--- src/rtl/spi_tm_pkg.sv ---
package spi_tm_pkg;

    localparam int PRE_W  = 2;
    localparam int SCL_W  = 4;
    // 7 * 2^(2^SCL_W - 1) fits in 2^SCL_W + 2 bits
    localparam int BAUD_W = (2 ** SCL_W) + 2;
    // 7 * 2^(2^SCL_W) fits in 2^SCL_W + 3 bits
    localparam int DLY_W  = (2 ** SCL_W) + 3;
    localparam int N_DLY  = 2;

    typedef struct packed {
        logic [BAUD_W-1:0] div;
        logic [BAUD_W-1:0] cnt;
        logic              sck;
        logic              rise;
        logic              fall;
    } baud_st_t;

    typedef struct packed {
        logic [DLY_W-1:0] cnt;
        logic             busy;
        logic             done;
    } dly_st_t;

    function automatic logic [BAUD_W-1:0] baud_divisor(
        input logic [PRE_W-1:0] p,
        input logic [SCL_W-1:0] s
    );
        logic [BAUD_W-1:0] pv;
        logic [BAUD_W-1:0] sv;
        case (p)
            2'd0:    pv = BAUD_W'(2);
            2'd1:    pv = BAUD_W'(3);
            2'd2:    pv = BAUD_W'(5);
            default: pv = BAUD_W'(7);
        endcase
        if (s < SCL_W'(3)) sv = BAUD_W'({s, 1'b0}) + BAUD_W'(2);
        else               sv = BAUD_W'(1) << s;
        return pv * sv;
    endfunction

    function automatic logic [DLY_W-1:0] delay_count(
        input logic [PRE_W-1:0] p,
        input logic [SCL_W-1:0] s
    );
        logic [DLY_W-1:0] pv;
        logic [SCL_W:0]   sh;
        case (p)
            2'd0:    pv = DLY_W'(1);
            2'd1:    pv = DLY_W'(3);
            2'd2:    pv = DLY_W'(5);
            default: pv = DLY_W'(7);
        endcase
        sh = {1'b0, s} + (SCL_W+1)'(1);
        return pv * (DLY_W'(1) << sh);
    endfunction

endpackage

--- src/rtl/spi_tm_baud.sv ---
module spi_tm_baud
    import spi_tm_pkg::*;
(
    input  logic             clk,
    input  logic             rst_n,
    input  logic             frame_start,
    input  logic             sck_en,
    input  logic [PRE_W-1:0] pre_idx,
    input  logic [SCL_W-1:0] scl_idx,
    output logic             sck_level,
    output logic             sck_rise,
    output logic             sck_fall
);

    baud_st_t st_d, st_q;
    logic [BAUD_W-1:0] half_hi;
    logic [BAUD_W-1:0] phase_len;

    always_comb begin
        half_hi   = st_q.div >> 1;
        phase_len = st_q.sck ? half_hi : (st_q.div - half_hi);
        st_d      = st_q;
        st_d.rise = 1'b0;
        st_d.fall = 1'b0;
        if (frame_start) begin
            st_d.div = baud_divisor(pre_idx, scl_idx);
            st_d.cnt = '0;
            st_d.sck = 1'b0;
        end else if (sck_en) begin
            if (st_q.cnt == phase_len - BAUD_W'(1)) begin
                st_d.cnt  = '0;
                st_d.sck  = ~st_q.sck;
                st_d.rise = ~st_q.sck;
                st_d.fall = st_q.sck;
            end else begin
                st_d.cnt = st_q.cnt + BAUD_W'(1);
            end
        end
    end

    always_ff @(posedge clk or negedge rst_n) begin
        if (!rst_n) begin
            st_q      <= '0;
            st_q.div  <= baud_divisor('0, '0);
        end else begin
            st_q <= st_d;
        end
    end

    assign sck_level = st_q.sck;
    assign sck_rise  = st_q.rise;
    assign sck_fall  = st_q.fall;


    strobe_excl_chk: assert property (@(posedge clk) disable iff (!rst_n)
        $onehot0({sck_rise, sck_fall}));


    rise_edge_chk: assert property (@(posedge clk) disable iff (!rst_n)
        sck_rise |-> (sck_level && !$past(sck_level)));


    reload_low_chk: assert property (@(posedge clk) disable iff (!rst_n)
        frame_start |=> (!sck_level && !sck_rise && !sck_fall));


    hold_chk: assert property (@(posedge clk) disable iff (!rst_n)
        (!sck_en && !frame_start) |=> ($stable(sck_level) && !sck_rise && !sck_fall));

endmodule

--- src/rtl/spi_tm_delay.sv ---
module spi_tm_delay
    import spi_tm_pkg::*;
(
    input  logic             clk,
    input  logic             rst_n,
    input  logic             start,
    input  logic [PRE_W-1:0] pre_idx,
    input  logic [SCL_W-1:0] scl_idx,
    output logic             done
);

    dly_st_t st_d, st_q;

    always_comb begin
        st_d      = st_q;
        st_d.done = 1'b0;
        if (start) begin
            st_d.cnt  = delay_count(pre_idx, scl_idx) - DLY_W'(1);
            st_d.busy = 1'b1;
        end else if (st_q.busy) begin
            if (st_q.cnt == '0) begin
                st_d.busy = 1'b0;
                st_d.done = 1'b1;
            end else begin
                st_d.cnt = st_q.cnt - DLY_W'(1);
            end
        end
    end

    always_ff @(posedge clk or negedge rst_n) begin
        if (!rst_n) st_q <= '0;
        else        st_q <= st_d;
    end

    assign done = st_q.done;


    single_pulse_chk: assert property (@(posedge clk) disable iff (!rst_n)
        done |=> !done);


    start_arms_chk: assert property (@(posedge clk) disable iff (!rst_n)
        start |=> (st_q.busy && !done));


    done_ends_chk: assert property (@(posedge clk) disable iff (!rst_n)
        done |-> !st_q.busy);

endmodule

--- src/rtl/spi_tmgen.sv ---
module spi_tmgen
    import spi_tm_pkg::*;
(
    input  logic             clk,
    input  logic             rst_n,
    input  logic             frame_start,
    input  logic             sck_en,
    input  logic [PRE_W-1:0] baud_pre_idx,
    input  logic [SCL_W-1:0] baud_scl_idx,
    output logic             sck_level,
    output logic             sck_rise,
    output logic             sck_fall,
    input  logic             lead_start,
    input  logic [PRE_W-1:0] lead_pre_idx,
    input  logic [SCL_W-1:0] lead_scl_idx,
    output logic             lead_done,
    input  logic             trail_start,
    input  logic [PRE_W-1:0] trail_pre_idx,
    input  logic [SCL_W-1:0] trail_scl_idx,
    output logic             trail_done
);

    logic [N_DLY-1:0]            d_start;
    logic [N_DLY-1:0][PRE_W-1:0] d_pre;
    logic [N_DLY-1:0][SCL_W-1:0] d_scl;
    logic [N_DLY-1:0]            d_done;

    assign d_start = {trail_start, lead_start};
    assign d_pre   = {trail_pre_idx, lead_pre_idx};
    assign d_scl   = {trail_scl_idx, lead_scl_idx};
    assign lead_done  = d_done[0];
    assign trail_done = d_done[1];

    spi_tm_baud u_baud (
        .clk         (clk),
        .rst_n       (rst_n),
        .frame_start (frame_start),
        .sck_en      (sck_en),
        .pre_idx     (baud_pre_idx),
        .scl_idx     (baud_scl_idx),
        .sck_level   (sck_level),
        .sck_rise    (sck_rise),
        .sck_fall    (sck_fall)
    );

    for (genvar g = 0; g < N_DLY; g++) begin : g_dly
        spi_tm_delay u_dly (
            .clk     (clk),
            .rst_n   (rst_n),
            .start   (d_start[g]),
            .pre_idx (d_pre[g]),
            .scl_idx (d_scl[g]),
            .done    (d_done[g])
        );
    end

endmodule

--- config.mk ---
export PLATFORM = sky130hd
export DESIGN_NAME = spi_tmgen
export DESIGN_NICKNAME = d
export VERILOG_FILES = /design/src/rtl/spi_tm_pkg.sv /design/src/rtl/spi_tm_baud.sv /design/src/rtl/spi_tm_delay.sv /design/src/rtl/spi_tmgen.sv
export SDC_FILE = /design/constraint.sdc
export NUM_CORES = 1
export LEC_CHECK = 0
export CAP_MARGIN = 0
export CORE_ASPECT_RATIO = 0.8
export CORE_MARGIN = 2
export CORE_UTILIZATION = 53
export CTS_CLUSTER_SIZE = 24
export DETAILED_ROUTE_END_ITERATION = 16
export DONT_BUFFER_PORTS = 1
export GPL_TIMING_DRIVEN = 0
export PLACE_DENSITY_LB_ADDON = 0.12
export REMOVE_ABC_BUFFERS = 1
export SYNTH_ARGS = -nofsm -noshare
export SYNTH_HDL_FRONTEND = slang
export SYNTH_HIERARCHICAL = 1
export SYNTH_SLANG_ARGS = --single-unit
--- constraint.sdc ---
create_clock -name clk -period 3.8 [get_ports clk]
set_clock_uncertainty 0.1 [all_clocks]
set_input_delay 0.95 -clock clk [delete_from_list [all_inputs] [get_ports clk]]
set_output_delay 0.95 -clock clk [all_outputs]
set_load 0.02 [all_outputs]
==> metrics.yaml <==
clock-sinks: 81
yosys_warnings: 6
status: "finished with violations"
cts.htree.levels: 3
synth-main-ff-cell: "dfrtp_1"
routed_via_density: 5.82
slew_headroom_pct: 41.3
grt_overflow: 0
die_h_um: 150
setup_ws_ns: -1.69
drv_slew: 0
cts.path.max_buffers: 2
synth_async_sr_flop_share_pct: 100
startpoint_type: "input pin"
start_util_pct: 53.8
yosysSeqAreaShare_pct: 14.4
critPathCaptureType: "flip-flop"
ioPinCount: 29
min_path_type: "input pin to asynchronous set/reset pin"
nNetsFinal: 2140
gp_congestion: 0.859
crit_fanout: 7
grt_pass1_vias: 11900
setup_viol_count_final: 59
finalHoldViolations: 0
max-cap-violations: 0
dp_slack_ns: -2.67
numCtsBuffers: 9
max_freq_mhz: 182
violations: "setup timing"
synth_seq_cells: 81
cp_data_required_time_ns: 3.92
fin_hold_ws_ns: 0.203
syn_avg_cell_area_um2: 8.41
vias: 12400
grt_use_total_pct: 24.4
syn_inst: 1676
cp.arrival_ns: 5.61
grt_max_degree: 82
period_share_pct: 144
wl_per_cell_um: 16.5
drive_gt1_share_pct: 29.9
antenna_found_initial: 0
ir_drop_v: 0.000273
critPathKind: "input pin to flip-flop"
ctsHoldBuffers: 0
drc: 0
dieArea_um2: 27900
min_period_ns: 5.49
coreArea_um2: 26200
final_common_cell: "ha_1"
ant_nets: 0
drt_iter0_drc: 786
area_growth_pct: 29.7
tightest_slew_ns: 0.873
rsz0062_at_grt: "yes"
dp_hpwl_um: 22800
clk_pin_slew_ns: 0.06
grt_pass1_wl_um: 57100
clk_latency_ns: 0.35
synth_area_um2: 14100
wl_um: 35200
p_leak_uw: 0.00832
cts-root-buf: "clkbuf_16"
synth_edf_count: 0
die_w_um: 186
io_buffers: 0
ys_types: 94
tns_ns: -38.24
power_density_nw_per_um2: 331
antenna_cells: 0
final_cell_mix: "174 x ha_1, 144 x inv_1, 122 x nand2_1, 106 x buf_4, 104 x nor2_1"
drtPass1Iterations: 6
cts_tree: "yes"
std_cell_rows: 53
[registers in the layout, indices dropped and copies added, names as in the netlist]
signal / count
u_baud/sck_level: 1
u_baud/st_q: 19
g_dly.u_dly/st_q: 40
u_baud/sck_rise: 1
u_baud/sck_fall: 1
u_baud/half_hi: 17
g_dly.u_dly/done: 2
[routing by layer]
| layer | wire, um | up-vias | global-route usage [%] |
|---|---|---|---|
| met1 | 16800 | 6031 | 35.0 |
| li1 | - | 6077 | - |
| met3 | 1260 | 40 | 2.72 |
| met4 | 378 | 0 | 3.64 |
| met5 | 0 | - | 0 |
| met2 | 16800 | 243 | 40.3 |
[kinds of logic (layout without fill, tap and decap cells)]
group	Yosys count	count (layout)	share of synthesized area [%]
and+or+nand+nor	572	572	21.3
adders and majority gates	348	348	34.5
AOI/OAI and AO/OA	291	291	14.1
buffers and inverters	241	334	6.71
xor gates and xnor gates	116	116	7.20
DFF	81	81	14.4
muxes	23	23	1.68
other	4	8	0.106
[metrics by stage]
stage	cells	total power (uW)	cell area, um2	util [%]
after floorplan	1618	3190	13800	-
after global placement	1975	3630	14300	54.6
after detailed placement	1976	3680	14300	54.6
after CTS	2090	5470	17300	66.2
after global routing	2130	6450	18300	69.9
final	2130	6050	18300	69.9
[critical path: stages]
cell and delay (ns):
ha_4 0.17, ha_1 0.27, nor3_1 0.18, o21ai_1 0.12, or2_4 0.24, fa_1 0.49
inv_2 0.05, ha_4 0.25, inv_1 0.04, fa_1 0.48, inv_2 0.05, ha_4 0.16
fa_2 0.34, a21o_1 0.19, a21oi_2 0.16, o21bai_1 0.10, a21oi_2 0.18, o21bai_1 0.11
a21oi_2 0.17, nor2b_1 0.06, o21a_1 0.18, o41a_1 0.34, xnor2_1 0.22, mux2i_1 0.10
[what timing repair did]
action                     in CTS  in global routing
cloned                          1                  0
setup endpoints to repair      66                 62
gates resized for setup       351                145
pin swaps                     179                124
setup buffers                  98                 44
[power breakdown]
part	internal, uW	switching (uW)	total (uW)
registers	1030	210	1240
clock network	646	373	1020
logic	1810	1990	3800
[layout make-up]
class                   count  area [um2]
multi-input cells        1358       13600
fillers                  1970        7900
flip-flops and latches     81        2030
repair buffers            139        1210
inverters                 179         702
well taps                 357         447
clock buffers              10         229
clock inverters             6         115
[synthesized netlist by cell type, drive strengths merged, types with 14 or more instances]
cell type | number | share of area [%]
o21a | 15 | 0.80
nor4 | 26 | 1.6
nor2b | 15 | 0.67
nor2 | 134 | 3.6
clkbuf | 44 | 1.2
and2 | 38 | 1.7
xnor2 | 69 | 4.3
a21oi | 70 | 2.6
inv | 179 | 4.8
nand4 | 21 | 1.1
mux2i | 18 | 1.3
nand3 | 41 | 1.5
a211oi | 14 | 0.83
fa | 69 | 9.8
xor2 | 47 | 2.9
ha | 279 | 25
dfrtp | 80 | 14
and3 | 58 | 2.6
buf | 18 | 0.77
nand2 | 131 | 3.5
o211ai | 17 | 0.94
nor3 | 45 | 1.8
a21o | 19 | 1.0
o21ai | 67 | 2.4
[path summary, 6_finish.rpt]
kind / startpoint / end / slack [ns] / cells past startpoint
setup reg to reg: u_baud/half_hi[1]$_DFFE_PN1P_ / u_baud/st_q[13]$_DFFE_PN0P_ / -0.21 / 16
min in group clk: g_dly[1].u_dly/st_q[11]$_DFFE_PN0P_ / g_dly[1].u_dly/st_q[11]$_DFFE_PN0P_ / 0.43 / 2
max in group asynchronous: rst_n / u_baud/half_hi[1]$_DFFE_PN1P_ / 3.20 / 0
hold / removal: rst_n / u_baud/st_q[21]$_DFFE_PN0P_ / 0.20 / 0
setup / recovery: baud_scl_idx[0] / u_baud/half_hi[16]$_DFFE_PN0P_ / -1.69 / 24
hold reg to reg: g_dly[1].u_dly/st_q[11]$_DFFE_PN0P_ / g_dly[1].u_dly/st_q[11]$_DFFE_PN0P_ / 0.43 / 2
(Power assumes the default switching activity.)
